## src/rtl/pfetch_pkg.sv

```systemverilog
package pfetch_pkg;
  typedef enum logic [1:0] {
    PF_IDLE,   // not started yet
    PF_READY,  // nothing outstanding
    PF_WAIT,   // fetch outstanding, keep its word
    PF_DROP    // fetch outstanding, discard its word
  } pf_state_e;

  localparam int unsigned PF_STEP = 2;  // bytes per instruction word
endpackage

```

## src/rtl/pfetch_queue.sv

```systemverilog
module pfetch_queue #(
  parameter int unsigned NSTAGE = 3,
  parameter int unsigned WORD_W = 16,
  parameter int unsigned CNT_W  = $clog2(NSTAGE + 1)
) (
  input  logic                              clk_i,
  input  logic                              rst_ni,
  input  logic                              flush_i,
  input  logic [CNT_W-1:0]                  cons_i,
  input  logic                              push_i,
  input  logic [WORD_W-1:0]                 push_word_i,
  output logic [CNT_W-1:0]                  count_o,
  output logic [NSTAGE-1:0][WORD_W-1:0]     words_o
);
  logic [NSTAGE-1:0][WORD_W-1:0] data_q, data_d;
  logic [CNT_W-1:0]              cnt_q, cnt_d, base;

  // stages left after this cycle's consumption
  assign base = cnt_q - cons_i;

  always_comb begin
    data_d = data_q;
    for (int i = 0; i < NSTAGE; i++) begin
      for (int j = 0; j < NSTAGE; j++) begin
        if (j == i + int'(cons_i)) data_d[i] = data_q[j];
      end
      if (push_i && (CNT_W'(i) == base)) data_d[i] = push_word_i;
    end
    cnt_d = flush_i ? '0 : base + CNT_W'(push_i);
  end

  always_ff @(posedge clk_i or negedge rst_ni) begin
    if (!rst_ni) begin
      data_q <= '0;
      cnt_q  <= '0;
    end else begin
      data_q <= data_d;
      cnt_q  <= cnt_d;
    end
  end

  assign count_o = cnt_q;
  assign words_o = data_q;
endmodule

```

## src/rtl/pfetch_issue.sv

```systemverilog
module pfetch_issue
  import pfetch_pkg::*;
#(
  parameter int unsigned ADDR_W = 24
) (
  input  logic              clk_i,
  input  logic              rst_ni,
  input  logic              start_i,
  input  logic [ADDR_W-1:0] start_addr_i,
  input  logic              room_i,
  input  logic              hold_i,
  input  logic              gnt_i,
  input  logic              rvalid_i,
  output logic              req_o,
  output logic [ADDR_W-1:0] addr_o,
  output logic              push_o
);
  pf_state_e         state_q, state_d;
  logic [ADDR_W-1:0] addr_q, addr_d;
  logic              outst;

  assign outst  = (state_q == PF_WAIT) || (state_q == PF_DROP);
  assign req_o  = (state_q == PF_READY) && !start_i && !hold_i && room_i;
  assign push_o = (state_q == PF_WAIT) && rvalid_i && !start_i;

  always_comb begin
    state_d = state_q;
    addr_d  = addr_q;
    if (start_i) begin
      addr_d  = start_addr_i;
      // an in-flight fetch that has not returned yet becomes stale
      state_d = (outst && !rvalid_i) ? PF_DROP : PF_READY;
    end else begin
      unique case (state_q)
        PF_READY: if (req_o && gnt_i) begin
          state_d = PF_WAIT;
          addr_d  = addr_q + ADDR_W'(PF_STEP);
        end
        PF_WAIT, PF_DROP: if (rvalid_i) state_d = PF_READY;
        default: ;
      endcase
    end
  end

  always_ff @(posedge clk_i or negedge rst_ni) begin
    if (!rst_ni) begin
      state_q <= PF_IDLE;
      addr_q  <= '0;
    end else begin
      state_q <= state_d;
      addr_q  <= addr_d;
    end
  end

  assign addr_o = addr_q;
endmodule

```

## src/rtl/pfetch_ctrl.sv

```systemverilog
module pfetch_ctrl #(
  parameter int unsigned ADDR_W = 24,
  parameter int unsigned WORD_W = 16,
  parameter int unsigned NSTAGE = 3,
  localparam int unsigned CNT_W = $clog2(NSTAGE + 1)
) (
  input  logic                     clk_i,
  input  logic                     rst_ni,
  input  logic                     start_i,
  input  logic [ADDR_W-1:0]        start_addr_i,
  input  logic [CNT_W-1:0]         consume_i,
  input  logic                     cof_next_i,
  input  logic                     opnd_busy_i,
  output logic                     pf_req_o,
  output logic [ADDR_W-1:0]        pf_addr_o,
  input  logic                     pf_gnt_i,
  input  logic                     pf_rvalid_i,
  input  logic [WORD_W-1:0]        pf_rdata_i,
  output logic [NSTAGE-1:0]        stage_valid_o,
  output logic [NSTAGE*WORD_W-1:0] stage_word_o
);
  logic [CNT_W-1:0]              cnt, cons_eff, left;
  logic [NSTAGE-1:0][WORD_W-1:0] words;
  logic                          room, push;

  // never retire more words than are present
  assign cons_eff = (consume_i > cnt) ? cnt : consume_i;
  assign left     = cnt - cons_eff;
  assign room     = int'(left) < NSTAGE;

  pfetch_issue #(.ADDR_W(ADDR_W)) u_issue (
    .clk_i        (clk_i),
    .rst_ni       (rst_ni),
    .start_i      (start_i),
    .start_addr_i (start_addr_i),
    .room_i       (room),
    .hold_i       (cof_next_i | opnd_busy_i),
    .gnt_i        (pf_gnt_i),
    .rvalid_i     (pf_rvalid_i),
    .req_o        (pf_req_o),
    .addr_o       (pf_addr_o),
    .push_o       (push)
  );

  pfetch_queue #(.NSTAGE(NSTAGE), .WORD_W(WORD_W), .CNT_W(CNT_W)) u_queue (
    .clk_i       (clk_i),
    .rst_ni      (rst_ni),
    .flush_i     (start_i),
    .cons_i      (cons_eff),
    .push_i      (push),
    .push_word_i (pf_rdata_i),
    .count_o     (cnt),
    .words_o     (words)
  );

  for (genvar g = 0; g < NSTAGE; g++) begin : g_stage
    assign stage_valid_o[g]                 = int'(cnt) > g;
    assign stage_word_o[g*WORD_W +: WORD_W] = words[g];
  end
endmodule

```

## config.mk

```make
export PLATFORM = sky130hd
export DESIGN_NAME = pfetch_ctrl
export DESIGN_NICKNAME = d
export VERILOG_FILES = /design/src/rtl/pfetch_pkg.sv /design/src/rtl/pfetch_queue.sv /design/src/rtl/pfetch_issue.sv /design/src/rtl/pfetch_ctrl.sv
export SDC_FILE = /design/constraint.sdc
export NUM_CORES = 1
export LEC_CHECK = 0
export ABC_AREA = 1
export BUFFER_PORTS_ARGS = -buffer_cell sky130_fd_sc_hd__buf_2
export CORE_UTILIZATION = 57
export CTS_CLUSTER_SIZE = 12
export DETAILED_ROUTE_END_ITERATION = 10
export PLACE_DENSITY = 0.93
export SYNTH_ARGS = -nofsm -noshare
export SYNTH_HDL_FRONTEND = slang
export SYNTH_SLANG_ARGS = --single-unit
```

## constraint.sdc

```tcl
create_clock -name clk_i -period 4.8 [get_ports clk_i]
set_input_delay 0.48 -clock clk_i [delete_from_list [all_inputs] [get_ports clk_i]]
set_output_delay 0.48 -clock clk_i [all_outputs]
set_load 0.05 [all_outputs]
```

==> results.txt <==
- Cells along the critical path: ha_1, nand2_1, nand2_1, nand3_2, nand2_2, ha_1, xor2_1, inv_1, nand3_2, nand3_2, nand3_1, nand2_1
- The largest individual stage delay along the critical path comes from the cell sky130_fd_sc_hd__nand3_2.
- CTS Buffer Depth: 2
- Number of detailed-route iterations in the first pass: 5
- Of the cells placed in the final design, the portion with a size suffix greater than 1 is 0.209.
- Data arrives at the worst endpoint at 4.07 ns.
* Starting Density: 0.592
- Synth top area share: 0.416
- CP max FO: 34
* WS Path Type: register to register
- Setup repair after global routing left no endpoint under its margin.
- For this run, global-route usage on met3 was measured as 0.0578.
- Maximum ir drop on the vdd rail: 0.000336 V
- The worst register-to-register path begins at u_queue.count_o[1].
- Final RePlAce weighted congestion: 0.959
* Clock H-tree levels: 3
* Num CTS Buffers: 9
- Initial antenna violation count: 0
- On the worst path, the slowest cell contributes a delay of 0.49 ns.
- Timing-limited maximum frequency: 0.262 GHz
- Mapped Cells: 653
- Met2 GRT Util: 0.506
- Launch point of the critical path: u_queue.count_o[1]
* Post-CTS setup buffer count: 0
* Aggregate global routing overflow: 0
* Buffer type at the clock tree root: sky130_fd_sc_hd__clkbuf_8
- The layout has 633 filler cells.
* Routed wire length: 13300 um
- Area fraction in compound gates after synthesis: 0.0528
* Placed cell areas: 5170 um2
- Clock-pin slew was measured on the worst setup and hold paths at 0.09 ns.
- Antenna diode count: 0
- Final routed DRC violation total: 0
- Of the total synthesized cell area, the portion taken by AND, OR, NAND and NOR gates is 0.418.
- Worst-margin pin slew: 1.10 ns
* Port Buf Inserts: 124
- Number of max-slew violations in the final report: 0
* Portion of netlist area occupied by mux cells: 0
* Placement Setup Slack: 0.915 ns
- In this run the cell area of the synthesized design comes to 4580 um2.
* Final clock skew: 0.0205 ns
* Maximum number of pins on one net before global-route repair: 77
- The largest total area in the synthesized netlist belongs to sky130_fd_sc_hd__dfrtp_1.
* Sum Neg Setup Slack: 0 ns
- In this design, the largest share of critical-path delay is due to simple AND/OR/NAND/NOR gates.
- Data required time of the critical path: 5.05 ns
- In this run, synthesis produced a sequential element count of 76.
* Main area contributors after synthesis: sky130_fd_sc_hd__dfrtp_1 42%, sky130_fd_sc_hd__nand2_1 18%, sky130_fd_sc_hd__nand3_1 10%
- Crit start category: register
- Relative to the synthesized area, the layout overhead comes to 16.9%.
* Cts repair resizes: 0
- For this block, the initial DRC count from the detailed router was 614.
* Synthesized netlist net count: 709
- Detailed placement finished with a half-perimeter wire length of 9120 um.
- At the end of the flow, the number of nets in the layout was 813.
* Top-Level Pins: 125
- Mean instance size in the synthesized netlist: 7.01 um2
- Max-cap violation count: 0
* Hold buffers post-CTS: 0
- Overall power consumption after layout is estimated at 2.65 mW.
- For this design the static power due to leakage is 3.02 nW.
- CTS tree: built
* Type of the tightest min-delay check: input pin to async pin
* Max-slew headroom at the worst pin: 0.266
- WP buf/inv: 1
- From left edge to right edge, the die measures 91.6 um.
- Layer carrying the most global-route usage: met2
- Total core area: 7730 um2
- For this run, the register share of the synthesized area comes to 0.416.
- Global-route wire length before repair: 22400 um
* Power Dens Cells: 495 nW/um2
- Count of nets left with antenna violations after detail routing: 0
- The worst path needs 3.81 ns of the cycle, external delays included.
- Worst setup EP type: register
* Num Clock Sinks: 76
- Number of hold violations in the final report: 0
- The number of global-route vias before repair is 4716.
- The floorplan step defined a die boundary enclosing 8390 um2.
- Combined global-route utilization of all metal layers: 0.334
* Post-synthesis share of cell area spent on full adders, half adders and majority gates: 0.0191
- From bottom edge to top edge, the die measures 91.6 um.
- Setup violations remaining at the end of the flow were counted as 0.
- The routed layout has 5123 vias.
- After detailed routing, the number of vias per cell comes to 5.93.
* Distinct cells, synth: 29
- After synthesis, the largest family of logic cells by area is simple AND/OR/NAND/NOR gates.
- The flow ran to the end, and the final reports show no timing, DRC or antenna violations.
- After floorplanning, the core was divided into 32 placement rows.
- The worst path meets setup with 0.986 ns of slack.
- Insertion delay of the later-clocked pin in the worst-skew pair: 0.37 ns
- Of the total synthesized cell area, the portion taken by XOR and XNOR cells is 0.0153.
- With fillers left out, the area of the finished cells amounts to 5350 um2.
* Final critical-path share of the clock period: 0.795
- For met1 alone, demand over resource in global routing was 0.469.
- During synthesis, Yosys emitted a total of 0 warnings.
- Dividing the detail-routed wire length by the instance count gives 15.4 um.
## flip-flops by register name (all words and copies together), names as in the netlist
| register | count |
|---|---|
| u_queue.words_o | 48 |
| u_queue.count_o | 2 |
| u_issue.addr_o | 24 |
| u_issue.state_q | 2 |
## cells by family (layout without fill, tap and decap cells)
family,after synthesis,count (layout)
AO/OA/AOI/OAI,43,43
XOR/XNOR,8,8
adder cells (fa/ha/maj),7,7
buffers and inverters,83,192
flip-flops,76,76
AND/OR/NAND/NOR,436,436
## cell type report
type                    instances  area (um2)  share of cell area
multi-input cells             494        2310               0.432
flip-flops and latches         76        1900               0.356
repair buffers                126         638               0.119
inverters                      50         188              0.0351
well taps                     102         128              0.0239
clock buffers                   9         124              0.0232
clock inverters                 7        58.8              0.0110
## metrics by stage
step / cells / hold WS [ns] / util
5_1_grt: 864 / 0.327 / 0.692
3_5_place_dp: 848 / 0.459 / 0.669
4_1_cts: 864 / 0.312 / 0.692
2_1_floorplan: 653 / 0.184 / -
6_report: 864 / 0.267 / 0.692
3_3_place_gp: 848 / 0.454 / 0.669
## where the power goes
group,switching [mW],internal (mW),leakage [nW]
sequential,0.147,0.766,1.01
combinational,0.982,0.280,1.93
clock,0.276,0.195,0.0804
total,1.40,1.24,3.02
## worst register-to-register path, delay by kind of cell, from the launching register on
family	cells	cell delay, ns
flip-flops	1	0.44
adder cells (fa/ha/maj)	2	0.56
buffers and inverters	1	0.12
AND/OR/NAND/NOR	8	2.30
XOR/XNOR	1	0.30
## Yosys cell counts
library cell	number
sky130_fd_sc_hd__nand3b_1	3
sky130_fd_sc_hd__buf_6	3
sky130_fd_sc_hd__o211ai_1	7
sky130_fd_sc_hd__nor2_1	66
sky130_fd_sc_hd__inv_2	4
sky130_fd_sc_hd__xor2_1	3
sky130_fd_sc_hd__o22ai_1	1
sky130_fd_sc_hd__a21oi_1	3
sky130_fd_sc_hd__nand3_2	4
sky130_fd_sc_hd__clkbuf_1	12
sky130_fd_sc_hd__ha_1	7
sky130_fd_sc_hd__a31oi_1	2
sky130_fd_sc_hd__or2_2	3
sky130_fd_sc_hd__nand2_1	224
sky130_fd_sc_hd__o21ai_0	28
sky130_fd_sc_hd__nand3_1	93
sky130_fd_sc_hd__o21bai_1	2
sky130_fd_sc_hd__xnor2_1	5
sky130_fd_sc_hd__nor2_2	1
sky130_fd_sc_hd__buf_4	3
sky130_fd_sc_hd__nand4_1	35
sky130_fd_sc_hd__nor3_1	2
sky130_fd_sc_hd__buf_1	1
sky130_fd_sc_hd__clkinv_1	1
sky130_fd_sc_hd__buf_2	14
sky130_fd_sc_hd__nand2_2	4
sky130_fd_sc_hd__inv_1	45
sky130_fd_sc_hd__nor3_4	1
sky130_fd_sc_hd__dfrtp_1	76
## worst paths after layout
| check | cells past startpoint | slack, ns | endpoint |
|---|---|---|---|
| max in group asynchronous | 1 | 3.89 | u_issue.addr_o[3] |
| max reg2reg | 12 | 0.99 | u_queue.words_o[11] |
| max | 12 | 0.99 | u_queue.words_o[11] |
| min | 1 | 0.27 | u_issue.addr_o[17] |
| min in group clk_i | 2 | 0.32 | u_issue.state_q[1] |
| min reg2reg | 2 | 0.48 | u_issue.addr_o[0] |
## layout by cell type, fill, tap and decap left out, drive strengths merged, types with 9 or more instances in the layout
master and n:
nand3 97, dfrtp 76, o21ai 28, nand4 35, inv 52, nand2 228
clkbuf 9, nor2 67, buf 126
## per-layer routing
metal  up-vias  wire [um]
li1       2330          -
met1      2405       5430
met2       335       6110
met3        53       1350
met4         0        397
met5         -          0
No activity file was read; power rests on OpenSTA's default activity.
